==> config.mk <==
export PLATFORM = sky130hd
export DESIGN_NAME = rev_latch
export DESIGN_NICKNAME = d
export VERILOG_FILES = /design/src/rtl/rl_pkg.sv /design/src/rtl/rl_encode.sv /design/src/rtl/rl_match.sv /design/src/rtl/rl_node.sv /design/src/rtl/rl_ctrl.sv /design/src/rtl/rev_latch.sv
export SDC_FILE = /design/constraint.sdc
export NUM_CORES = 1
export LEC_CHECK = 0
export BUFFER_PORTS_ARGS = -buffer_cell sky130_fd_sc_hd__buf_2
export CORE_MARGIN = 4
export CORE_UTILIZATION = 35
export CTS_CLUSTER_DIAMETER = 200
export DETAILED_ROUTE_END_ITERATION = 8
export MAX_ROUTING_LAYER = met4
export PLACE_DENSITY = 0.57
export SETUP_SLACK_MARGIN = 0.4
export SLEW_MARGIN = 20
export SYNTH_ARGS = -nofsm -noshare
export SYNTH_HDL_FRONTEND = slang
export SYNTH_SLANG_ARGS = --single-unit
==> constraint.sdc <==
create_clock -name clk_i -period 1.7 [get_ports clk_i]
set_input_delay 0.085 -clock clk_i [delete_from_list [all_inputs] [get_ports clk_i]]
set_output_delay 0.085 -clock clk_i [all_outputs]
set_load 0.005 [all_outputs]
==> src/rtl/rl_pkg.sv <==
package rl_pkg;
  typedef enum logic [1:0] {
    LVL_NEUT = 2'b00,
    LVL_ZERO = 2'b01,
    LVL_ONE  = 2'b10
  } lvl_t;

  typedef enum logic {
    ST_SHUT = 1'b0,
    ST_OPEN = 1'b1
  } sw_st_t;

  function automatic lvl_t drive_lvl(input logic pres, input logic b);
    if (!pres) return LVL_NEUT;
    return b ? LVL_ONE : LVL_ZERO;
  endfunction
endpackage

==> src/rtl/rl_encode.sv <==
module rl_encode
  import rl_pkg::*;
#(
  parameter int WIDTH = 8
) (
  input  logic [WIDTH-1:0]       data_i,
  input  logic                   present_i,
  output lvl_t [WIDTH-1:0]       lvl_o
);
  for (genvar i = 0; i < WIDTH; i++) begin : g_lane
    assign lvl_o[i] = drive_lvl(present_i, data_i[i]);
  end
endmodule

==> src/rtl/rl_match.sv <==
module rl_match
  import rl_pkg::*;
#(
  parameter int WIDTH = 8
) (
  input  lvl_t [WIDTH-1:0] a_i,
  input  lvl_t [WIDTH-1:0] b_i,
  output logic             match_o
);
  logic [WIDTH-1:0] lane_eq;
  for (genvar i = 0; i < WIDTH; i++) begin : g_lane
    assign lane_eq[i] = (a_i[i] == b_i[i]);
  end
  assign match_o = &lane_eq;
endmodule

==> src/rtl/rl_node.sv <==
module rl_node
  import rl_pkg::*;
#(
  parameter int WIDTH = 8
) (
  input  logic             clk_i,
  input  logic             rst_ni,
  input  logic             follow_i,
  input  lvl_t [WIDTH-1:0] in_lvl_i,
  output lvl_t [WIDTH-1:0] node_lvl_o,
  output logic [WIDTH-1:0] q_o,
  output logic             held_o
);
  lvl_t [WIDTH-1:0] node_q;
  logic [WIDTH-1:0] lane_full;

  for (genvar i = 0; i < WIDTH; i++) begin : g_lane
    always_ff @(posedge clk_i or negedge rst_ni) begin
      if (!rst_ni)       node_q[i] <= LVL_NEUT;
      else if (follow_i) node_q[i] <= in_lvl_i[i];
    end
    assign q_o[i]       = (node_q[i] == LVL_ONE);
    assign lane_full[i] = (node_q[i] != LVL_NEUT);
  end

  assign node_lvl_o = node_q;
  assign held_o     = |lane_full;
endmodule

==> src/rtl/rl_ctrl.sv <==
module rl_ctrl
  import rl_pkg::*;
(
  input  logic clk_i,
  input  logic rst_ni,
  input  logic open_i,
  input  logic close_i,
  input  logic present_i,
  input  logic held_i,
  input  logic match_i,
  output logic follow_o,
  output logic is_open_o,
  output logic viol_o
);
  sw_st_t st_q, st_d;
  logic   pend_q, pend_d;
  logic   viol_q, viol_set;
  logic   open_only, close_only;

  assign open_only  = open_i & ~close_i;
  assign close_only = close_i & ~open_i;

  always_comb begin
    st_d     = st_q;
    pend_d   = pend_q;
    viol_set = 1'b0;
    unique case (st_q)
      ST_SHUT: begin
        // driving a different word onto a loaded, closed node
        if (held_i && present_i && !match_i) viol_set = 1'b1;
        if (open_only) begin
          if (match_i) st_d = ST_OPEN;
          else         viol_set = 1'b1;
        end
      end
      ST_OPEN: begin
        if (close_only || pend_q) begin
          if (match_i) begin
            st_d   = ST_SHUT;
            pend_d = 1'b0;
          end else begin
            pend_d = 1'b1;
          end
        end
      end
      default: st_d = ST_SHUT;
    endcase
  end

  always_ff @(posedge clk_i or negedge rst_ni) begin
    if (!rst_ni) begin
      st_q   <= ST_SHUT;
      pend_q <= 1'b0;
      viol_q <= 1'b0;
    end else begin
      st_q   <= st_d;
      pend_q <= pend_d;
      viol_q <= viol_q | viol_set;
    end
  end

  assign follow_o  = (st_q == ST_OPEN);
  assign is_open_o = (st_q == ST_OPEN);
  assign viol_o    = viol_q;
endmodule

==> src/rtl/rev_latch.sv <==
module rev_latch
  import rl_pkg::*;
#(
  parameter int WIDTH = 8
) (
  input  logic             clk_i,
  input  logic             rst_ni,
  input  logic [WIDTH-1:0] data_i,
  input  logic             present_i,
  input  logic             open_i,
  input  logic             close_i,
  output logic [WIDTH-1:0] q_o,
  output logic             held_o,
  output logic             viol_o
);
  lvl_t [WIDTH-1:0] in_lvl;
  lvl_t [WIDTH-1:0] node_lvl;
  logic             match;
  logic             follow;
  logic             is_open;

  rl_encode #(.WIDTH(WIDTH)) u_enc (
    .data_i    (data_i),
    .present_i (present_i),
    .lvl_o     (in_lvl)
  );

  rl_match #(.WIDTH(WIDTH)) u_match (
    .a_i     (in_lvl),
    .b_i     (node_lvl),
    .match_o (match)
  );

  rl_node #(.WIDTH(WIDTH)) u_node (
    .clk_i      (clk_i),
    .rst_ni     (rst_ni),
    .follow_i   (follow),
    .in_lvl_i   (in_lvl),
    .node_lvl_o (node_lvl),
    .q_o        (q_o),
    .held_o     (held_o)
  );

  rl_ctrl u_ctrl (
    .clk_i     (clk_i),
    .rst_ni    (rst_ni),
    .open_i    (open_i),
    .close_i   (close_i),
    .present_i (present_i),
    .held_i    (held_o),
    .match_i   (match),
    .follow_o  (follow),
    .is_open_o (is_open),
    .viol_o    (viol_o)
  );
endmodule

# Word level (Yosys, flattened, before mapping)
# Index checks and enable logic that the tools add are counted.
# op_classes
mux,25
n_eq_ne,16
n_reduce_logical,15
bitwise,6
# op_table
op,count
$mux 2,16
$eq 2x2->1,8
$eq 2x2->1 const B,8
$reduce_bool 2->1,8
$mux 1,8
$reduce_and 8->1,1
$reduce_or 8->1,1
$not 1->1,3
$and 1x1->1,2
$logic_and 1x1->1,2
$pmux 1 s2,1
$reduce_and 2->1,1
$logic_not 1->1,1
$logic_or 1x1->1,1
$or 1x1->1,1
# word_totals
in_bits,13
elab_cells,73
output_inout_bits,10
ff_bits,19

# Longest topological paths before layout
# depth
depth_word,11
depth_mapped,7
depth_no_buf,6

# Hierarchy
# From an unflattened synthesis, not the netlist that was laid out.
# unflattened
cells_unflattened,101
area_unflattened_um2,1166.1
# modules_own_cells
mod,n_inst,seq_area_each_um2,cells_each,area_each_um2
rl_node,1,400.4,47,730.7
rl_match,1,0.0,21,177.7
rl_ctrl,1,75.1,16,147.6
rl_encode,1,0.0,17,110.1

# Least setup slack after synthesis
# No wires, ideal clock.
# synth_timing
path_type,reg-to-reg
from,register u_node.node_q (netlist bit u_node.node_lvl_o[3])
to,register u_ctrl.st_q (netlist: u_ctrl.follow_o)
setup_time_ps,124
synth_period_minus_slack_ps,1518
t_arrival_ps,1394
path_slack_ps,182
required_ps,1576
path_stages_with_launch,6
n_path_buf,0
path_cell_list,dfrtp_1 nor4_1 nand2b_1 a32oi_1 nand4_1 a211o_1
# synth_between
elab_chain_len,5
elab_cells_between_ends,7
classes_between,1 x eq/ne; 5 x mux; 1 x reduce/logical
# synth_rtl
item,line,rtl
"start, declared",rl_node.sv:14,lvl_t [WIDTH-1:0] node_q;
"start signal, assigned by index",rl_node.sv:20,else if (follow_i) node_q[i] <= in_lvl_i[i];
$eq 2x2->1 (*),rl_match.sv:12,assign lane_eq[i] = (a_i[i] == b_i[i]);
$reduce_and 8->1 (*),rl_match.sv:14,assign match_o = &lane_eq;
$mux 1 (on tied branches),"rl_ctrl.sv:38, rl_ctrl.sv:32",
$mux 1 (on tied branches),"rl_ctrl.sv:37, rl_ctrl.sv:31",
$pmux 1 s2 (*),rl_ctrl.sv:27,unique case (st_q)
net u_ctrl.st_d,rl_ctrl.sv:15,"sw_st_t st_q, st_d;"
"end signal, assigned",rl_ctrl.sv:56,st_q <= st_d;
"end, declared",rl_ctrl.sv:15,
# The timed path passes the listed nets; every way through them passes the cells marked *.
# A chain may end at the register's enable or synchronous reset.

# Worst setup path after layout
# layout_timing
from,register u_node.node_q (netlist bit u_node.node_lvl_o[2])
to,register u_ctrl.st_q (netlist: u_ctrl.follow_o)
# The elaborated chain is that of the path after synthesis.

==> run_results.csv <==
group,metric,value,unit
timing,slew_headroom,0.689,
timing,finalSetupViolations,1,
synth,synth_area_leaders,"dfrtp_1 38%, o21ai_0 6.4%, inv_1 5.1%",
synth,syn_inst,147,
synth,synth.largest_area_cell,"dfrtp_1",
detailed_routing,wire_per_inst,14.2,um
pwr,p_int,0.691,mW
pwr,powerDensity,667,mW/mm^2
pwr,pwr-share-clk,0.238,
worst_setup_path,end_kind,"register",
timing,worst_slack,-0.0231,ns
timing,skew,0.00809,ns
detailed_routing,drt_iter0_markers,75,
detailed_routing,wirelength,3110,um
synth,seq_area_frac_synth,0.382,
global_route,grt_first_pass_wirelength,5080,um
place,place_inst,210,
place,gp_congestion,0.767,
synth,synth_fp_nets,160,
clocking,clk_latency,0.30,ns
detailed_routing,firstDrtPassIters,4,
timing,rsz0062_at_grt,"yes",
timing,fin_crit_sh,1.01,
cells_and_area,design_area,0.00152,mm^2
clocking,h-tree-depth,1,
detailed_routing,drc_errors,0,
clocking,cts_made_buffers,3,
synth,synthMuxAreaShare,0.0181,
clocking,cts_buffer_depth,2,
timing,hold_viol,0,
place,dpl_cell_area,0.00139,mm^2
floorplan,coreArea,0.00339,mm^2
worst_setup_path,crit_fanout,4,
global_route,grt-ovfl-total,0,
cells_and_area,num-fill-cells,346,
cells_and_area,syn_to_final_growth,22.1,%
synth,synth_top_family_by_area,"simple AND/OR/NAND/NOR gates",
place,io_buffers,22,
run_status,violations,"negative setup slack",
timing,finalCriticalPeriod,1.72,ns
clocking,cts_tree,"yes",
pwr,power.total,1.01,mW
global_route,grt_usage,0.152,
synth,synth_top_area_frac,0.382,
global_route,antenna_found_initial,0,
global_route,grt_pass1_vias,1103,
run_status,outcome,"finished with violations",
clocking,clock_sinks,19,
synth,synth_compound_area_frac,0.174,
min_path,hold_path_class,"in -> reg",
synth,synth_xor_area_frac,0.0563,
cells_and_area,utilization,0.448,
detailed_routing,vias,1150,
floorplan,die_h,67.6,um
floorplan,num_rows,21,
cells_and_area,fin_cells,220,
synth,synth_edf_count,0,
synth,yosys_warnings,0,
detailed_routing,route.met3.wl,101,um
clocking,path_clk_slew,0.12,ns
place,post-dp-hpwl,2240,um
cells_and_area,nets,188,
synth,synthesis.area,0.00124,mm^2
global_route,grt_max_degree,24,
floorplan,die-area,0.00457,mm^2
worst_setup_path,path_class,"reg -> reg",
synth,ys.flop_type,"dfrtp_1",
timing,finalMaxSlewViolations,0,
timing,worst_pin_slew,0.466,ns
detailed_routing,via_per_inst,5.23,
synth,synth.avg_cell_area,8.46,um^2
timing,fmax,580,MHz
pwr,switching_share,0.318,
pwr,p_sw,0.322,mW
detailed_routing,drtAntennaViolNets,0,
synth,ys_seq_elements,19,
cells_and_area,antennaDiodeCount,0,
synth,yosys.area_share.adder,0,
worst_setup_path,worstPathArrival,1.93,ns
detailed_routing,wl_met2,1580,um
floorplan,floorplan.initialDensity,0.367,
detailed_routing,met1Wirelength,1410,um
pwr,peakVddDrop,0.000331,V
worst_setup_path,critical_path.startpoint_type,"register",
synth,postSynth.asyncResetShare,1.00,
cells_and_area,drive_gt1_frac,0.287,
floorplan,pin_count,23,
synth,synth.distinct_cells,38,
pwr,power_leakage,0.675,nW
pwr,p_seq_frac,0.527,
floorplan,fp.dieW,67.6,um
worst_setup_path,crit_required,1.91,ns
detailed_routing,routed.top_layer,"met4",
run,maxCapViolCount,0,
synth,synth-simple-area-share,0.275,
pwr,p_comb_frac,0.235,
clocking,root_buffer,"clkbuf_4",
[state kept, by name, summed over array words and instances, names as in the netlist]
register,count
u_ctrl.viol_o,1
u_node.node_lvl_o,16
u_ctrl.pend_q,1
u_ctrl.follow_o,1
[cell usage after synthesis (all sizes together) (2+ instances only)]
library cell / number
nand3b: 5
xnor2: 3
clkbuf: 4
a211o: 2
nand2b: 3
buf: 5
a21oi: 2
nand4: 6
nor4: 4
and3b: 3
a32oi: 2
nand3: 11
a31oi: 3
nor2: 10
mux2: 2
inv: 17
nor2b: 7
nand2: 2
o21ai: 18
xor2: 5
nor3: 3
dfrtp: 19
[metrics by stage]
stage,setup slack [ns],TNS (ns),hold WS [ns]
finish,-0.0231,-0.0231,0.0670
global route,-0.109,-0.206,0.0827
CTS,0.0394,0,0.0616
detailed placement,0.0217,0,0.0689
global placement,0.0675,0,0.0579
floorplan,0.266,0,-0.211
[cells by family (layout without fill, tap and decap cells)]
| group | after synthesis | in the layout |
|---|---|---|
| AO/OA/AOI/OAI | 34 | 34 |
| XOR/XNOR | 8 | 8 |
| multiplexers | 2 | 2 |
| buffers and inverters | 26 | 53 |
| flip-flops | 19 | 19 |
| AND/OR/NAND/NOR | 58 | 58 |
[power by group through the flow]
stage / clock network (mW) / logic, mW / registers, mW
5_1_grt: 0.275 / 0.269 / 0.540
3_3_place_gp: 0 / 0.218 / 0.537
6_report: 0.241 / 0.238 / 0.534
3_5_place_dp: 0 / 0.224 / 0.539
2_1_floorplan: 0 / 0.146 / 0.526
4_1_cts: 0.254 / 0.237 / 0.532
[layout by cell type (no fill, tap or decap), drive strengths merged, types with 2 or more instances in the layout]
cell and instances:
inv 17, nor2 10, nand2 2, clkbuf 3, a211o 2, a31oi 3
o21ai 18, nand3 11, nor2b 7, a21oi 2, nand2b 3, nor3 3
a32oi 2, and3b 3, xnor2 3, dfrtp 19, nor4 4, nand3b 5
buf 30, xor2 5, nand4 6, dlygate4sd3 2, mux2 2
[metal layers]
| layer | GRT usage | vias to the layer above |
|---|---|---|
| met5 | - | - |
| met4 | 0.0456 | 0 |
| met3 | 0.0250 | 2 |
| met2 | 0.264 | 17 |
| met1 | 0.179 | 555 |
| li1 | - | 576 |
[layout make-up]
cell class	instances	area (um^2)	area share
tap	46	57.6	0.0379
multi-input combinational	102	699	0.460
inverter	17	63.8	0.0420
sequential	19	480	0.316
clock buffer	3	22.5	0.0148
clock inverter	1	5.00	0.00329
timing repair buffer	32	190	0.125
[repair_timing]
action	in CTS	in global routing
hold buffers	2	0
setup buffers	3	1
pin swaps	4	4
endpoints found under the setup margin	4	4
endpoints found under the hold margin	20	0
resized for setup	3	9
[final timing paths]
path | start | to | slack (ns) | depth (start not counted)
max in group asynchronous | rst_ni | u_node.node_lvl_o[5] | 1.10 | 2
worst max-delay path | u_node.node_lvl_o[2] | u_ctrl.follow_o | -0.02 | 5
worst min register to register | u_ctrl.viol_o | u_ctrl.viol_o | 0.47 | 1
worst min-delay path | data_i[1] | u_node.node_lvl_o[3] | 0.07 | 3
min in group asynchronous | rst_ni | u_node.node_lvl_o[9] | 0.25 | 2
worst max register to register | u_node.node_lvl_o[2] | u_ctrl.follow_o | -0.02 | 5
[critical path, cell delays in order, from the launching register on]
cell and delay, ns:
dfrtp_2 0.45, and3b_1 0.23, o2111ai_2 0.14, a32oi_2 0.22
nand4_1 0.23, a211o_1 0.35
Power figures use the tool's default switching activity.
